**config.mk**
```make
export PLATFORM = sky130hd
export DESIGN_NAME = sram_prog_ctrl
export DESIGN_NICKNAME = d
export VERILOG_FILES = /design/src/rtl/sram_prog_pkg.sv /design/src/rtl/sram_prog_timer.sv /design/src/rtl/sram_prog_mode.sv /design/src/rtl/sram_prog_xfer.sv /design/src/rtl/sram_prog_ctrl.sv
export SDC_FILE = /design/constraint.sdc
export NUM_CORES = 1
export LEC_CHECK = 0
export BUFFER_PORTS_ARGS = -buffer_cell sky130_fd_sc_hd__buf_2
export CORE_MARGIN = 2
export CORE_UTILIZATION = 47
export CTS_CLUSTER_DIAMETER = 50
export CTS_CLUSTER_SIZE = 20
export DETAILED_ROUTE_END_ITERATION = 7
export GPL_ROUTABILITY_DRIVEN = 0
export PLACE_DENSITY = 0.79
export SETUP_SLACK_MARGIN = 0.15
export SLEW_MARGIN = 20
export SYNTH_ARGS = -nofsm -noshare
export SYNTH_HDL_FRONTEND = slang
export SYNTH_SLANG_ARGS = --single-unit
```
**constraint.sdc**
```tcl
create_clock -name clk -period 2.2 [get_ports clk]
set_clock_uncertainty 0.1 [all_clocks]
set_input_delay 0.44 -clock clk [delete_from_list [all_inputs] [get_ports clk]]
set_output_delay 0.44 -clock clk [all_outputs]
set_load 0.005 [all_outputs]
```
**src/rtl/sram_prog_pkg.sv**
```systemverilog
package sram_prog_pkg;
    localparam int ADDR_W = 17;
    localparam int DATA_W = 8;
    localparam int LANE_W = 8;
    localparam int LANES  = (ADDR_W - 1) / LANE_W;

    typedef enum logic [1:0] {
        MODE_RUN  = 2'd0,
        MODE_HOLD = 2'd1,
        MODE_PROG = 2'd2
    } mode_e;

    typedef enum logic [2:0] {
        XF_IDLE    = 3'd0,
        XF_WSETUP  = 3'd1,
        XF_WSTROBE = 3'd2,
        XF_WHOLD   = 3'd3,
        XF_RSETUP  = 3'd4,
        XF_RWAIT   = 3'd5,
        XF_RDONE   = 3'd6
    } xfer_e;
endpackage

```
**src/rtl/sram_prog_timer.sv**
```systemverilog
module sram_prog_timer #(
    parameter int CNT_W = 3
) (
    input  logic             clk,
    input  logic             rst_n,
    input  logic             load,
    input  logic [CNT_W-1:0] load_val,
    output logic             expired
);
    logic [CNT_W-1:0] cnt_q;

    always_ff @(posedge clk or negedge rst_n) begin
        if (!rst_n) begin
            cnt_q <= '0;
        end else if (load) begin
            cnt_q <= load_val;
        end else if (cnt_q != '0) begin
            cnt_q <= cnt_q - 1'b1;
        end
    end

    assign expired = (cnt_q == '0);
endmodule

```
**src/rtl/sram_prog_mode.sv**
```systemverilog
module sram_prog_mode
    import sram_prog_pkg::*;
(
    input  logic clk,
    input  logic rst_n,
    input  logic prog_req,
    input  logic xfer_idle,
    input  logic accept,
    output logic prog_active,
    output logic own_bus,
    output logic tgt_rst_n
);
    mode_e mode_q, mode_d;

    always_ff @(posedge clk or negedge rst_n) begin
        if (!rst_n) mode_q <= MODE_RUN;
        else        mode_q <= mode_d;
    end

    always_comb begin
        mode_d = mode_q;
        unique case (mode_q)
            MODE_RUN:  if (prog_req) mode_d = MODE_HOLD;
            MODE_HOLD: mode_d = prog_req ? MODE_PROG : MODE_RUN;
            MODE_PROG: if (!prog_req && xfer_idle && !accept) mode_d = MODE_RUN;
            default:   mode_d = MODE_RUN;
        endcase
    end

    always_comb begin
        tgt_rst_n   = (mode_q == MODE_RUN);
        own_bus     = (mode_q == MODE_PROG);
        prog_active = (mode_q == MODE_PROG);
    end

    // ownership is never dropped while a transfer is running
    p_keep_owner_r8: assert property (@(posedge clk) disable iff (!rst_n)
        (own_bus && !xfer_idle) |=> own_bus);
endmodule

```
**src/rtl/sram_prog_xfer.sv**
```systemverilog
module sram_prog_xfer
    import sram_prog_pkg::*;
#(
    parameter int WE_CYC  = 1,
    parameter int RD_WAIT = 5
) (
    input  logic              clk,
    input  logic              rst_n,
    input  logic              prog_active,
    input  logic              req_valid,
    input  logic              req_write,
    input  logic [ADDR_W-1:0] req_addr,
    input  logic [DATA_W-1:0] req_wdata,
    input  logic [DATA_W-1:0] bus_rdata,
    output logic              accept,
    output logic              idle,
    output logic              busy,
    output logic              done,
    output logic              err,
    output logic [DATA_W-1:0] rdata,
    output logic [ADDR_W-1:0] addr_q,
    output logic [DATA_W-1:0] data_q,
    output logic              we_n,
    output logic              rd_n,
    output logic              data_release
);
    localparam int MAX_CYC = (WE_CYC > RD_WAIT) ? WE_CYC : RD_WAIT;
    localparam int CNT_W   = $clog2(MAX_CYC + 1);
    localparam logic [CNT_W-1:0] WE_LOAD = CNT_W'(WE_CYC - 1);
    localparam logic [CNT_W-1:0] RD_LOAD = CNT_W'(RD_WAIT - 1);

    xfer_e st_q, st_d;
    logic tmr_load, tmr_exp;
    logic [CNT_W-1:0] tmr_val;
    logic err_q;
    logic [DATA_W-1:0] rdata_q;

    assign accept = req_valid && prog_active && (st_q == XF_IDLE);

    sram_prog_timer #(.CNT_W(CNT_W)) u_timer (
        .clk      (clk),
        .rst_n    (rst_n),
        .load     (tmr_load),
        .load_val (tmr_val),
        .expired  (tmr_exp)
    );

    always_ff @(posedge clk or negedge rst_n) begin
        if (!rst_n) begin
            st_q    <= XF_IDLE;
            addr_q  <= '0;
            data_q  <= '0;
            rdata_q <= '0;
            err_q   <= 1'b0;
        end else begin
            st_q  <= st_d;
            err_q <= req_valid && !prog_active && (st_q == XF_IDLE);
            if (accept) begin
                addr_q <= req_addr;
                data_q <= req_write ? req_wdata : '0;
            end
            if (st_q == XF_RWAIT && tmr_exp) rdata_q <= bus_rdata;
        end
    end

    always_comb begin
        st_d = st_q;
        unique case (st_q)
            XF_IDLE:    if (accept) st_d = req_write ? XF_WSETUP : XF_RSETUP;
            XF_WSETUP:  st_d = XF_WSTROBE;
            XF_WSTROBE: if (tmr_exp) st_d = XF_WHOLD;
            XF_WHOLD:   st_d = XF_IDLE;
            XF_RSETUP:  st_d = XF_RWAIT;
            XF_RWAIT:   if (tmr_exp) st_d = XF_RDONE;
            XF_RDONE:   st_d = XF_IDLE;
            default:    st_d = XF_IDLE;
        endcase
    end

    always_comb begin
        tmr_load     = (st_q == XF_WSETUP) || (st_q == XF_RSETUP);
        tmr_val      = (st_q == XF_WSETUP) ? WE_LOAD : RD_LOAD;
        idle         = (st_q == XF_IDLE);
        busy         = (st_q != XF_IDLE);
        done         = (st_q == XF_WHOLD) || (st_q == XF_RDONE);
        we_n         = (st_q != XF_WSTROBE);
        rd_n         = (st_q != XF_RWAIT);
        data_release = (st_q == XF_RWAIT);
        err          = err_q;
        rdata        = rdata_q;
    end

    // latched request is frozen for the whole transfer
    p_req_frozen_r6: assert property (@(posedge clk) disable iff (!rst_n)
        (busy && $past(busy)) |-> ($stable(addr_q) && $stable(data_q)));
    // a rejection never coincides with a running transfer
    p_err_when_idle_r3: assert property (@(posedge clk) disable iff (!rst_n)
        err |-> !busy);
    // read result changes only at the end of a read window
    p_rdata_hold_r7: assert property (@(posedge clk) disable iff (!rst_n)
        (st_q != XF_RDONE) |-> $stable(rdata_q));
endmodule

```
**src/rtl/sram_prog_ctrl.sv**
```systemverilog
module sram_prog_ctrl
    import sram_prog_pkg::*;
#(
    parameter int WE_CYC  = 1,
    parameter int RD_WAIT = 5
) (
    input  logic              clk,
    input  logic              rst_n,
    input  logic              prog_req_i,
    input  logic              req_valid_i,
    input  logic              req_write_i,
    input  logic [ADDR_W-1:0] req_addr_i,
    input  logic [DATA_W-1:0] req_wdata_i,
    output logic              busy_o,
    output logic              done_o,
    output logic              err_o,
    output logic [DATA_W-1:0] rdata_o,
    output logic [LANE_W-1:0] mem_addr_lo_o,
    output logic [LANE_W-1:0] mem_addr_hi_o,
    output logic              mem_addr_top_o,
    output logic              mem_addr_oe_o,
    output logic [DATA_W-1:0] mem_data_o,
    output logic              mem_data_oe_o,
    input  logic [DATA_W-1:0] mem_data_i,
    output logic              mem_we_n_o,
    output logic              mem_rd_n_o,
    output logic              mem_rd_oe_o,
    output logic              tgt_rst_n_o
);
    logic prog_active, own_bus, accept, idle, we_n, rd_n, data_release;
    logic [ADDR_W-1:0] addr_q;
    logic [DATA_W-1:0] data_q;
    logic [LANES*LANE_W-1:0] lanes;

    sram_prog_mode u_mode (
        .clk         (clk),
        .rst_n       (rst_n),
        .prog_req    (prog_req_i),
        .xfer_idle   (idle),
        .accept      (accept),
        .prog_active (prog_active),
        .own_bus     (own_bus),
        .tgt_rst_n   (tgt_rst_n_o)
    );

    sram_prog_xfer #(.WE_CYC(WE_CYC), .RD_WAIT(RD_WAIT)) u_xfer (
        .clk          (clk),
        .rst_n        (rst_n),
        .prog_active  (prog_active),
        .req_valid    (req_valid_i),
        .req_write    (req_write_i),
        .req_addr     (req_addr_i),
        .req_wdata    (req_wdata_i),
        .bus_rdata    (mem_data_i),
        .accept       (accept),
        .idle         (idle),
        .busy         (busy_o),
        .done         (done_o),
        .err          (err_o),
        .rdata        (rdata_o),
        .addr_q       (addr_q),
        .data_q       (data_q),
        .we_n         (we_n),
        .rd_n         (rd_n),
        .data_release (data_release)
    );

    for (genvar g = 0; g < LANES; g++) begin : g_lane
        assign lanes[g*LANE_W +: LANE_W] = addr_q[g*LANE_W +: LANE_W];
    end

    always_comb begin
        mem_addr_lo_o  = lanes[0 +: LANE_W];
        mem_addr_hi_o  = lanes[LANE_W +: LANE_W];
        mem_addr_top_o = addr_q[ADDR_W-1];
        mem_addr_oe_o  = own_bus;
        mem_data_o     = data_q;
        mem_data_oe_o  = own_bus && !data_release;
        mem_rd_oe_o    = own_bus;
        mem_we_n_o     = we_n || !own_bus;
        mem_rd_n_o     = rd_n || !own_bus;
    end

    // while the target runs, nothing but the inactive write strobe is driven
    p_run_released_r1: assert property (@(posedge clk) disable iff (!rst_n)
        tgt_rst_n_o |-> (!mem_addr_oe_o && !mem_data_oe_o && !mem_rd_oe_o && mem_we_n_o));
    // bus ownership is taken only after the target was already in reset
    p_reset_first_r2: assert property (@(posedge clk) disable iff (!rst_n)
        $rose(mem_addr_oe_o) |-> $past(!tgt_rst_n_o));
    // address and data are settled before the write strobe falls
    p_we_setup_r4: assert property (@(posedge clk) disable iff (!rst_n)
        $fell(mem_we_n_o) |-> ($stable(addr_q) && $stable(mem_data_o) && mem_data_oe_o));
    // never drive data while the memory is driving it
    p_no_contention_r5: assert property (@(posedge clk) disable iff (!rst_n)
        !mem_rd_n_o |-> !mem_data_oe_o);
    // a done pulse ends the busy period
    p_done_ends_busy_r6: assert property (@(posedge clk) disable iff (!rst_n)
        done_o |=> !busy_o);
endmodule

```
# Word level (Yosys, flattened, before mapping)
# Cells that the tools add are included.
# totals
regBits,42
latchBits,0
ramBits,0
rom_bits,0
input_bits,38
output_inout_bits,42
elab_cells,60
n_memories,0
# classes
addsub,1
n_mul,0
div,0
n_lt_le_gt_ge,0
eq_ne,15
shifts,0
n_mux,13
n_bitwise,0
n_reduce_logical,24
# op_table
operator,count
3-bit 2-to-1 mux,7
3-bit one-hot mux with 5 select lines,1
"3-bit == test, second input constant",3
1-bit logical AND,8
8-bit 2-to-1 mux,1
"3-bit by 2-bit == test with 1-bit output, second input constant",2
3-bit zero test,2
2-bit 2-to-1 mux,3
"2-bit by 1-bit inequality test with 1-bit output, second input constant",3
2-bit one-hot mux with 3 select lines,1
3-bit nonzero test,2
1-bit zero test,4
1-bit logical OR,4
"2-bit inequality test, second input constant",2
"3-bit by 1-bit == test with 1-bit output, second input constant",1
"3-bit by 2-bit inequality test with 1-bit output, second input constant",1
"3-bit inequality test, second input constant",1
3-bit AND reduction,1
"3-bit by 1-bit subtractor with 3-bit output, second input constant",1
"2-bit by 1-bit == test with 1-bit output, second input constant",1
"2-bit == test, second input constant",1
2-bit zero test,1
2-bit AND reduction,1
2-bit nonzero test,1

# Depth between registers and ports, before layout
# depth
depth_word,7
ltp_mapped,6
mapped_depth_nobuf,5

# Cells and area by module
# From an unflattened synthesis, not the netlist that was laid out.
# hier_totals
cells_unflattened,152
area_unflattened_um2,1851.8
# modules_own_cells
module,instances,cells_each,area_per_inst_um2
sram_prog_xfer,1,118,1520.2
sram_prog_timer,1,21,201.4
sram_prog_mode,1,9,101.3
sram_prog_ctrl,1,4,28.8

# Worst setup path before layout
# No wires, ideal clock.
# synth_timing
path_kind,register -> register
start,register u_xfer.st_q[0]
end,register u_xfer.addr_q[10]
arrival_ns,1.417
slack_ns,0.558
path_stages_with_launch,7
n_path_buf,3
synth_period_minus_slack_ns,1.642
path_cell_list,dfrtp_1 buf_2 nor2_1 and4b_1 buf_6 buf_12 mux2_4
# synth_between
elab_chain_len,2
# synth_rtl
element,line,rtl
start: declaration,sram_prog_xfer.sv:32,"xfer_e st_q, st_d;"
start signal: assignment,sram_prog_xfer.sv:56,st_q <= st_d;
3-bit zero test,sram_prog_xfer.sv:38,assign accept = req_valid && prog_active && (st_q == XF_IDLE);
1-bit logical AND,sram_prog_xfer.sv:38,
end signal: assignment,sram_prog_xfer.sv:59,addr_q <= req_addr;
end: declaration,sram_prog_xfer.sv:21,"output logic [ADDR_W-1:0] addr_q,"
# No other way between the ends.
# A chain may end at the register's enable or synchronous reset.

# Worst setup path after layout
# layout_timing
start,register u_xfer.st_q[1]
end,output port busy_o
# layout_between
elab_chain_len,1
# layout_rtl
element,line,rtl
3-bit nonzero test,sram_prog_xfer.sv:84,busy = (st_q != XF_IDLE);
end: declaration,sram_prog_ctrl.sv:14,"output logic busy_o,"
# No other way between the ends.

==> impl_summary.txt <==
----------------------------------------------------
[Outcome]
  Result of the run ... finished clean

[Critical path]
  Largest stage delay on the critical path ... around 0.51 ns
  Levels on crit path ... 2
  Reg2reg end ... u_xfer.addr_q[0]
  Critical Path Source Type ... flop
  Worst setup EP type ... output port
  Worst reg2reg path startpoint ... u_xfer.st_q[2]
  Largest delay contributor family on the critical path ... flip-flops
  Register-to-register setup slack ... 0.34 ns
  Worst endpoint required time ... 1.66 ns
  Cell with the biggest individual delay on the critical path ... sky130_fd_sc_hd__dfrtp_1
  Buffers and inverters on the worst path ... 1
  Data arrival time of the worst path ... 1.42 ns
  Largest fanout of any net on the critical path ... 14
  CP Cell Sequence ... or3_1 -> buf_2
  Number of cells on the worst reg-to-reg path ... 4
  Critical path class ... reg -> out

[Place]
  Instance area at placement ... between 0.002 and 0.0025 mm²
  Placed wire-length estimate ... 2.60 mm
  Number of I/O port buffers ... 79
  Total placed cells including tap cells ... 266

[Final layout]
  Most frequent cells in the layout ... sky130_fd_sc_hd__buf_2 (79), sky130_fd_sc_hd__dfrtp_1 (42), sky130_fd_sc_hd__mux2_2 (13), sky130_fd_sc_hd__mux2_4 (12)
  Fraction of layout cells with a size suffix above 1 ... roughly half
  Area Overhead vs Synth ... 26.7%
  Number of standard cells in the layout, taps in and fillers out ... 274
  Final Cell Area ... 0.00239 mm²
  ANT cells ... 0
  Most common library cell in the layout ignoring fill and taps ... sky130_fd_sc_hd__buf_2
  Final-stage net count ... 263

[Clock tree]
  Maximum root-to-sink buffer count ... 2
  Clock insertion delay at the later pin of the skew report ... around 0.28 ns
  H-tree Lvls ... 2
  CTS buffer count ... 5
  Total clock sinks ... 42
  TritonCTS clock tree ... yes
  Clock root cell ... sky130_fd_sc_hd__clkbuf_8
  Register clock-pin slew on the reported worst setup and hold paths ... 0.07 ns
  Hold buffer count at CTS ... 0
  Number of post-CTS setup repair buffers ... 0
  Post-CTS Resized ... 0

[Floorplan]
  Area of the die ... between 0.004 and 0.005 mm²
  Die extent in x ... 67.4 µm
  Chip Height ... 67.4 µm
  Row cnt ... 23
  Number of ports placed on the die boundary ... 80
  Core ar. ... 0.00394 mm²
  Starting density of the core ... 47.9%

[Synth]
  FFs w/ async S/R, synth ... 100%
  Adder and majority gate portion of the synthesized area ... under 10%
  Synthesized flop and latch total ... 42
  Netlist area before placement ... 0.00189 mm²
  Top FF cell, synth ... sky130_fd_sc_hd__dfrtp_1
  Post-synth EDFFs ... 0
  Per-instance average area after synthesis ... 13.1 µm²
  Most area-consuming cells after synthesis ... sky130_fd_sc_hd__dfrtp_1 (56%), sky130_fd_sc_hd__mux2_4 (9.5%), sky130_fd_sc_hd__mux2_2 (7.8%)
  Cell variety after synth ... 32
  Portion of netlist area occupied by mux cells ... 22.1%
  Share of the synthesized area in the top cell type ... 55.7%
  Number of cells produced by synthesis ... 144
  Complex-gate fraction of the synthesized area ... 3.25%
  Combinational family with the most area after synthesis ... multiplexers
  Sequential-to-total area share from yosys stat ... 55.7%
  Xor-xnor portion of the synthesized cell area ... less than 1%
  Synth area leader ... sky130_fd_sc_hd__dfrtp_1
  Total nets after synthesis ... ~180
  Synthesis warning total ... 0
  Simple logic cell fraction of the synthesized area ... 9.81%

[Timing]
  Post-layout minimum cycle time ... roughly 2.0 ns
  Achievable Freq ... 0.510 GHz
  Period utilisation layout ... just under 90%
  # setup viols final ... 0
  Worst-margin pin slew ... between 0.3 and 0.4 ns
  RSZ-0062 raised after global routing ... false
  Accumulated negative setup slack ... 0 ns
  Final-report hold violation count ... 0
  Worst max-slew margin expressed relative to the limit ... 75.6%
  Number of pins with negative max-slew slack in the final report ... 0

[Power]
  Leakage ... approximately 1.3 nW
  Worst VDD drop ... just under 0.7 mV
  Power density of the placed cells ... 1280 mW/mm²

[Detailed routing]
  Detailed-route wire length per cell ... ~13 µm
  Number of DRC violations after detailed-routing iteration 0 ... 85
  Average vias per placed instance ... 4.82
  Iteration count of the initial detailed-routing pass ... 3
  Residual antenna-violating net count after detailed routing ... 0
  Drt drc ... 0
  Total wire length after detailed routing ... 3.55 mm
  Total via count after detailed routing ... 1,320

[Global routing]
  Combined global-route utilization of all metal layers ... 16.4%
  Global-route layer with the greatest usage ... met2
  Global routing usage on met3 ... just under 6%
  Initial antenna violation count ... 0
  Routing usage on met1 ... 19.9%
  Via count of the first global-routing pass ... 1,229
  Global routing usage on met2 ... between 20 and 30%
  First-pass GRT wire length ... approximately 5.4 mm
  Total gr overflow ... 0
  Pin count of the biggest net entering global routing ... 43

[Min path]
  Classification of the worst-slack hold path ... in -> async

[Job]
  # Max-Cap Violations ... 0

----------------------------------------------------
==> power by group <==
part | total, mW | internal (mW) | leakage (nW) | switching (mW)
Clock | 0.494 | 0.253 | 0.0482 | 0.241
Combinational | 1.21 | 0.717 | 0.680 | 0.495
Sequential | 1.36 | 1.13 | 0.524 | 0.233
Total | 3.07 | 2.10 | 1.25 | 0.968
==> per-layer routing <==
layer | routed length [µm] | up-vias | share of wire [%]
met5 | 0 | - | 0
met4 | 13 | 0 | 0.37
met3 | 238 | 2 | 6.7
met2 | 1770 | 48 | 50
met1 | 1530 | 630 | 43
li1 | - | 640 | -
==> cell families after synthesis <==
| family | Yosys count |
|---|---|
| flip-flops | 42 |
| AND/OR/NAND/NOR | 35 |
| multiplexers | 34 |
| buffers and inverters | 20 |
| AO/OA/AOI/OAI | 9 |
| XOR/XNOR | 2 |
| adder cells (fa/ha/maj) | 2 |
==> area by class of cell <==
cell class              instances  area, µm²
clock inverters                 1       5.00
flip-flops and latches         42       1050
repair buffers                 82        443
multi-input cells              82        706
clock buffers                   7       86.3
fillers                       318       1550
inverters                      10       37.5
well taps                      50       62.6
==> worst max-delay path by stage <==
| stage | startpoint | slack (ns) | to |
|---|---|---|---|
| global placement | u_xfer.st_q[1] | 0.39 | u_xfer.rdata[6] |
| detailed placement | u_xfer.st_q[0] | 0.36 | u_xfer.addr_q[0] |
| CTS | u_xfer.st_q[1] | 0.24 | busy_o |
| floorplan | u_xfer.st_q[0] | 0.56 | u_xfer.addr_q[10] |
| finish | u_xfer.st_q[1] | 0.24 | busy_o |
| global route | u_xfer.st_q[1] | 0.16 | busy_o |
==> synth_stat cells, drive strengths merged (2+ instances only) <==
cell type,n
a21oi,2
and2,2
and3b,2
buf,8
clkbuf,2
dfrtp,42
ha,2
inv,10
mux2,25
mux2i,9
nand2,10
nand2b,3
nor2,8
nor2b,3
nor3b,2
o31ai,2
==> state kept, by name, indices dropped and copies added, names as in the netlist <==
name and flops:
u_xfer.rdata 8, u_mode.mode_q 2, u_xfer.addr_q 17, u_xfer.data_q 8, u_xfer.err 1, u_xfer.st_q 3
u_xfer.u_timer.cnt_q 3
==> per-stage QoR <==
step	util (%)	hold WS, ns	worst slack, ns	power [mW]
after floorplan	-	0.0444	0.558	2.13
after global placement	58.3	0.330	0.393	2.55
after detailed placement	58.3	0.333	0.360	2.60
after CTS	60.6	0.0220	0.242	3.12
after global routing	60.6	0.0193	0.158	3.32
final	60.6	0.0199	0.238	3.07
Power figures use the tool's default switching activity.
